<file path="src/rtl/spi_ctl_pkg.sv">
package spi_ctl_pkg;

   typedef enum logic [1:0] {
      ST_IDLE  = 2'd0,
      ST_SETUP = 2'd1,
      ST_SHIFT = 2'd2,
      ST_HOLD  = 2'd3
   } spi_state_t;

   // Control word bits 29:0, most significant field first.
   typedef struct packed {
      logic [1:0] cs_sel;
      logic [1:0] op;
      logic [1:0] len_code;
      logic [7:0] period;
      logic [7:0] guard;
      logic [7:0] aux;
   } spi_cfg_t;

   localparam int CFG_W     = $bits(spi_cfg_t);
   localparam int START_BIT = 31;
   localparam logic [1:0] OP_READ = 2'd1;

endpackage

</file>
<file path="src/rtl/spi_ctl_tick.sv">
module spi_ctl_tick #(
   parameter int CNT_W = 8
) (
   input  logic             clk_i,
   input  logic             rst_i,
   input  logic             run_i,
   input  logic [CNT_W-1:0] half_i,
   output logic             tick_o
);
   logic [CNT_W-1:0] cnt_q;

   assign tick_o = run_i && (cnt_q == half_i - CNT_W'(1));

   always_ff @(posedge clk_i) begin
      if (rst_i || !run_i)
         cnt_q <= '0;
      else if (tick_o)
         cnt_q <= '0;
      else
         cnt_q <= cnt_q + CNT_W'(1);
   end
endmodule

</file>
<file path="src/rtl/spi_ctl_csdec.sv">
module spi_ctl_csdec #(
   parameter int NUM_CS = 4,
   parameter int SEL_W  = 2
) (
   input  logic              active_i,
   input  logic [SEL_W-1:0]  sel_i,
   output logic [NUM_CS-1:0] cs_n_o
);
   for (genvar i = 0; i < NUM_CS; i++) begin : g_line
      assign cs_n_o[i] = !(active_i && (sel_i == SEL_W'(i)));
   end
endmodule

</file>
<file path="src/rtl/spi_ctl_master.sv">
module spi_ctl_master
   import spi_ctl_pkg::*;
#(
   parameter int ADDR_W   = 4,
   parameter int DATA_W   = 32,
   parameter int NUM_CS   = 4,
   parameter int CTRL_OFS = 0,
   parameter int DATA_OFS = 4
) (
   input  logic              clk_i,
   input  logic              rst_i,
   input  logic              reg_we_i,
   input  logic [ADDR_W-1:0] reg_addr_i,
   input  logic [DATA_W-1:0] reg_wdata_i,
   output logic [DATA_W-1:0] reg_rdata_o,
   output logic              sck_o,
   output logic              mosi_o,
   input  logic              miso_i,
   output logic [NUM_CS-1:0] cs_n_o
);
   localparam int TIME_W = 8;
   localparam int SEL_W  = 2;
   localparam int BITS_W = $clog2(DATA_W + 1);

   if (DATA_W != 32) begin : g_bad_width
      $error("spi_ctl_master: control layout needs DATA_W of 32");
   end
   if (NUM_CS < 1 || NUM_CS > (1 << SEL_W)) begin : g_bad_cs
      $error("spi_ctl_master: NUM_CS must be 1 to 4");
   end
   if (CTRL_OFS == DATA_OFS || CTRL_OFS >= (1 << ADDR_W) || DATA_OFS >= (1 << ADDR_W)) begin : g_bad_map
      $error("spi_ctl_master: register offsets overlap or do not fit");
   end

   spi_state_t         st_q;
   spi_cfg_t           cfg_q;
   logic [DATA_W-1:0]  dat_q;
   logic               sck_q, smp_q;
   logic [BITS_W-1:0]  bit_q;
   logic [TIME_W-1:0]  gcnt_q;

   logic               busy_w, tick_w, ctrl_hit, data_hit;
   logic [TIME_W-1:0]  half_w, guard_w;
   logic [BITS_W-1:0]  nbits_w;

   assign busy_w   = (st_q != ST_IDLE);
   assign ctrl_hit = reg_we_i && (reg_addr_i == ADDR_W'(CTRL_OFS));
   assign data_hit = reg_we_i && (reg_addr_i == ADDR_W'(DATA_OFS));
   assign half_w   = (cfg_q.period[7:1] == '0) ? TIME_W'(1) : {1'b0, cfg_q.period[7:1]};
   assign guard_w  = (cfg_q.guard == '0) ? TIME_W'(1) : cfg_q.guard;
   assign nbits_w  = BITS_W'({1'b0, cfg_q.len_code} + 3'd1) << 3;

   spi_ctl_tick #(.CNT_W(TIME_W)) u_tick (
      .clk_i  (clk_i),
      .rst_i  (rst_i),
      .run_i  (st_q == ST_SHIFT),
      .half_i (half_w),
      .tick_o (tick_w)
   );

   spi_ctl_csdec #(.NUM_CS(NUM_CS), .SEL_W(SEL_W)) u_csdec (
      .active_i (busy_w),
      .sel_i    (cfg_q.cs_sel),
      .cs_n_o   (cs_n_o)
   );

   always_ff @(posedge clk_i) begin
      if (rst_i) begin
         st_q   <= ST_IDLE;
         cfg_q  <= '0;
         dat_q  <= '0;
         sck_q  <= 1'b0;
         smp_q  <= 1'b0;
         bit_q  <= '0;
         gcnt_q <= '0;
      end else begin
         unique case (st_q)
            ST_IDLE: begin
               if (data_hit)
                  dat_q <= reg_wdata_i;
               if (ctrl_hit) begin
                  cfg_q <= reg_wdata_i[CFG_W-1:0];
                  if (reg_wdata_i[START_BIT]) begin
                     st_q   <= ST_SETUP;
                     gcnt_q <= '0;
                     bit_q  <= '0;
                  end
               end
            end
            ST_SETUP: begin
               if (gcnt_q == guard_w - TIME_W'(1)) begin
                  st_q  <= ST_SHIFT;
                  sck_q <= 1'b1;
                  smp_q <= miso_i;
               end else begin
                  gcnt_q <= gcnt_q + TIME_W'(1);
               end
            end
            ST_SHIFT: begin
               if (tick_w) begin
                  if (!sck_q) begin
                     sck_q <= 1'b1;
                     smp_q <= miso_i;
                  end else begin
                     sck_q <= 1'b0;
                     dat_q <= {dat_q[DATA_W-2:0], smp_q};
                     bit_q <= bit_q + BITS_W'(1);
                     if (bit_q == nbits_w - BITS_W'(1)) begin
                        st_q   <= ST_HOLD;
                        gcnt_q <= '0;
                     end
                  end
               end
            end
            ST_HOLD: begin
               if (gcnt_q == guard_w - TIME_W'(1))
                  st_q <= ST_IDLE;
               else
                  gcnt_q <= gcnt_q + TIME_W'(1);
            end
            default: st_q <= ST_IDLE;
         endcase
      end
   end

   assign sck_o  = sck_q;
   assign mosi_o = ((st_q == ST_SETUP) || (st_q == ST_SHIFT)) && (cfg_q.op != OP_READ)
                   ? dat_q[DATA_W-1] : 1'b0;

   always_comb begin
      if (reg_addr_i == ADDR_W'(CTRL_OFS))
         reg_rdata_o = {busy_w, 1'b0, cfg_q};
      else if (reg_addr_i == ADDR_W'(DATA_OFS))
         reg_rdata_o = dat_q;
      else
         reg_rdata_o = '0;
   end
endmodule

</file>
<file path="config.mk">
export PLATFORM = sky130hd
export DESIGN_NAME = spi_ctl_master
export DESIGN_NICKNAME = d
export VERILOG_FILES = /design/src/rtl/spi_ctl_pkg.sv /design/src/rtl/spi_ctl_tick.sv /design/src/rtl/spi_ctl_csdec.sv /design/src/rtl/spi_ctl_master.sv
export SDC_FILE = /design/constraint.sdc
export NUM_CORES = 1
export LEC_CHECK = 0
export BUFFER_PORTS_ARGS = -buffer_cell sky130_fd_sc_hd__buf_2
export CAP_MARGIN = 20
export CORE_ASPECT_RATIO = 1.2
export CORE_MARGIN = 3
export CORE_UTILIZATION = 51
export DETAILED_ROUTE_END_ITERATION = 10
export GPL_ROUTABILITY_DRIVEN = 0
export HOLD_SLACK_MARGIN = 0.08
export PLACE_DENSITY = 0.76
export SYNTH_ARGS = -nofsm -noshare
export SYNTH_HDL_FRONTEND = slang
export SYNTH_SLANG_ARGS = --single-unit
</file>
<file path="constraint.sdc">
create_clock -name clk_i -period 2.8 [get_ports clk_i]
set_input_delay 0.56 -clock clk_i [delete_from_list [all_inputs] [get_ports clk_i]]
set_output_delay 0.56 -clock clk_i [all_outputs]
set_load 0.005 [all_outputs]
</file>
==> qor.yml <==
run_status:
  status: "finished, violations left"
  violations: "negative setup slack"
setup_path:
  cp-end-kind: "flop"
  crit_fanout: 8
  critical-path-top-delay-family: "simple AND/OR/NAND/NOR gates"
  cp.arrival_ns: 3.21
  slowest_stage: "or4_4"
  max_stage_delay_ns: 0.60
  crit_top_cell: "nor4_4"
  worstPathRequired_ns: 3.11
  start_kind: "flop"
  cp.buffers_inverters: 2
  cp_cell_sequence: "nor4_4 -> a21oi_2 -> ha_4 -> nor3b_4 -> xnor2_1 -> o211ai_1 -> or4_4 -> nor4_4 -> buf_6 -> clkbuf_16 -> a22o_1 -> a21o_1"
  worstSetupPathType: "flop to flop"
timing:
  min_period_ns: 2.89
  post-route-period-util_pct: 103
  relSlewSlack_pct: 58.3
  setup_ws_ns: -0.0948
  hold_viol: 0
  skew_ns: 0.0116
  clock.fmax_mhz: 345
  worst_slew_pin_slew_ns: 0.626
  tns_ns: -1.30
  slew_viol_final: 0
  setup_viol: 32
  grt_setup_unrepaired: "true"
yosys:
  synth_simple_gate_area_share_pct: 19.0
  synth_common_cells: "88 x dfxtp_1, 79 x nand2_1, 58 x a22o_1"
  synthTopCellsByArea: "dfxtp_1 39%, a22o_1 11%, nand2_1 6.5%"
  muxShareOfSynthArea_pct: 0.658
  synth-edff-count: 0
  synth-seq-area-share_pct: 38.6
  ys_warn_count: 0
  synth_top_family_by_area: "compound AO/OA/AOI/OAI gates"
  synthCells: 531
  yosysTopAreaCell: "dfxtp_1"
  ys_ff_latch: 88
  synth_flop_cell: "dfxtp_1"
  synthAdderAreaFrac_pct: 2.47
  synth-compound-area-share_pct: 29.7
  synth_area_sq_um: 4560
  synth_xor_area_share_pct: 4.99
  synth_area_per_cell_sq_um: 8.59
  yosysTopAreaCellShare_pct: 38.6
  async_flop_share_pct: 0
  synth.net_count: 580
  yosysMostFrequentCell: "dfxtp_1"
  yosysUniqueCellTypes: 53
layout:
  fin_nets: 699
  area_growth_syn_to_layout_pct: 29.4
  seq_area_sq_um: 1770
  multi_input_area_sq_um: 2800
  nFillCells: 704
  postLayoutCellArea_sq_um: 5900
  post_route_cells_drive_above_1_share_pct: 31.1
  fin_util_pct: 68.2
  diodes: 0
global_route:
  grt_antenna_before_repair: 0
  grt.overflow.total: 0
  grt_pass1_wl_mm: 20.3
  grt_usage_pct: 25.1
  grt_max_degree: 33
  grt_pass1_vias: 4322
power_and_ir_drop:
  power_density_nw_per_um2: 544
  vdd_drop_max_mv: 0.321
  total_power_mw: 3.21
  p_leak_nw: 2.67
floorplan:
  ioPinCount: 78
  rows: 37
  die_h_microns: 110
  fp.dieArea_sq_um: 10100
  die_width_microns: 92.3
  core_sq_um: 8660
  initial_core_util_pct: 52.7
cts:
  cts_sinks: 88
  h-tree-depth: 3
  cts_root_buffer: "clkbuf_8"
  clock_latency_ns: 0.37
  cts_buffers: 9
  cts_tree: "done"
  cts_max_path_buffers: 2
  clkSlewWorstSetupHoldPaths_ns: 0.10
routing:
  routed_wl_mm: 13.4
  wl_per_cell_microns: 17.3
  detailedRoute.firstIterationViolations: 277
  vias: 4608
  vias_per_cell: 5.97
  drc: 0
  firstDrtPassIters: 5
  ant_nets: 0
run:
  drv_cap: 0
min_path:
  hold_class: "input port to flop"
placed_design:
  place_ws_ns: -0.174
  dp_hpwl_mm: 8.96
  port_buffers: 77
  dpl_cell_area_sq_um: 5380
==> worst paths after layout <==
path / start / to / slack (ns) / cells past startpoint
hold / removal: reg_wdata_i[4] / cfg_q[4]$_SDFFE_PP0P_ / 0.43 / 3
setup / recovery: cfg_q[20]$_SDFFE_PP0P_ / dat_q[25]$_SDFFE_PP0P_ / -0.09 / 12
setup reg to reg: cfg_q[20]$_SDFFE_PP0P_ / dat_q[25]$_SDFFE_PP0P_ / -0.09 / 12
hold reg to reg: cfg_q[0]$_SDFFE_PP0P_ / cfg_q[0]$_SDFFE_PP0P_ / 0.46 / 2
==> per-stage QoR <==
step	hold WS, ns	std cells
after CTS	0.418	764
after global placement	0.442	742
final	0.429	772
after detailed placement	0.446	742
after global routing	0.431	772
after floorplan	0.436	531
==> routing by layer <==
layer / GRT usage [%] / vias up / wire, microns
met4: 12.3 / 0 / 429
met1: 28.7 / 2218 / 5270
met3: 3.56 / 33 / 706
li1: - / 2181 / -
met2: 45.8 / 176 / 6950
met5: 0 / - / 0
==> kinds of logic after synthesis <==
kind of cell | count (synthesis)
AOI/OAI and AO/OA | 187
and+or+nand+nor | 172
DFF | 88
buffers and inverters | 46
xor gates and xnor gates | 26
adders and majority gates | 9
muxes | 3
==> cell usage in the layout, fill, tap and decap left out, types with 11 or more instances in the layout <==
| cell | count |
|---|---|
| o21ai_0 | 13 |
| a22o_1 | 58 |
| nand3_1 | 12 |
| nor2_1 | 25 |
| a21o_1 | 34 |
| buf_4 | 56 |
| xnor2_1 | 11 |
| a21oi_1 | 43 |
| dfxtp_1 | 82 |
| nand2_1 | 79 |
| xor2_1 | 14 |
| buf_2 | 77 |
==> worst register-to-register path, stage by stage (launching register included) <==
cell and delay, ns:
dfxtp_2 0.34, nor4_4 0.31, a21oi_2 0.12, ha_4 0.20
nor3b_4 0.15, xnor2_1 0.14, o211ai_1 0.17, or4_4 0.60
nor4_4 0.24, buf_6 0.18, clkbuf_16 0.16, a22o_1 0.14
a21o_1 0.10
==> layout make-up <==
cell class | instances | share of cell area (%)
clock buffer | 10 | 2.16
multi-input combinational | 399 | 47.4
timing repair buffer | 141 | 16.0
inverter | 11 | 0.699
clock inverter | 6 | 1.27
sequential | 88 | 30.0
tap | 117 | 2.48
==> what timing repair did <==
| action | in CTS | in global routing |
|---|---|---|
| gates resized for setup | 14 | 29 |
| pin swaps | 6 | 25 |
| buffers inserted | 4 | 6 |
| endpoints found under the setup margin | 44 | 46 |
| hold buffers | 0 | 0 |
| cloned | 2 | 3 |
==> power by group <==
part	leakage, nW	switching [mW]	internal, mW
sequential	0.713	0.0426	1.29
clock	0.0994	0.496	0.427
combinational	1.86	0.522	0.433
==> sequential cells by signal (all words and copies together), names as in the netlist <==
name          flops
dat_q            32
cfg_q            30
gcnt_q            8
u_tick.cnt_q      8
bit_q             6
st_q              2
sck_o             1
smp_q             1
No activity file was read; power rests on OpenSTA's default activity.
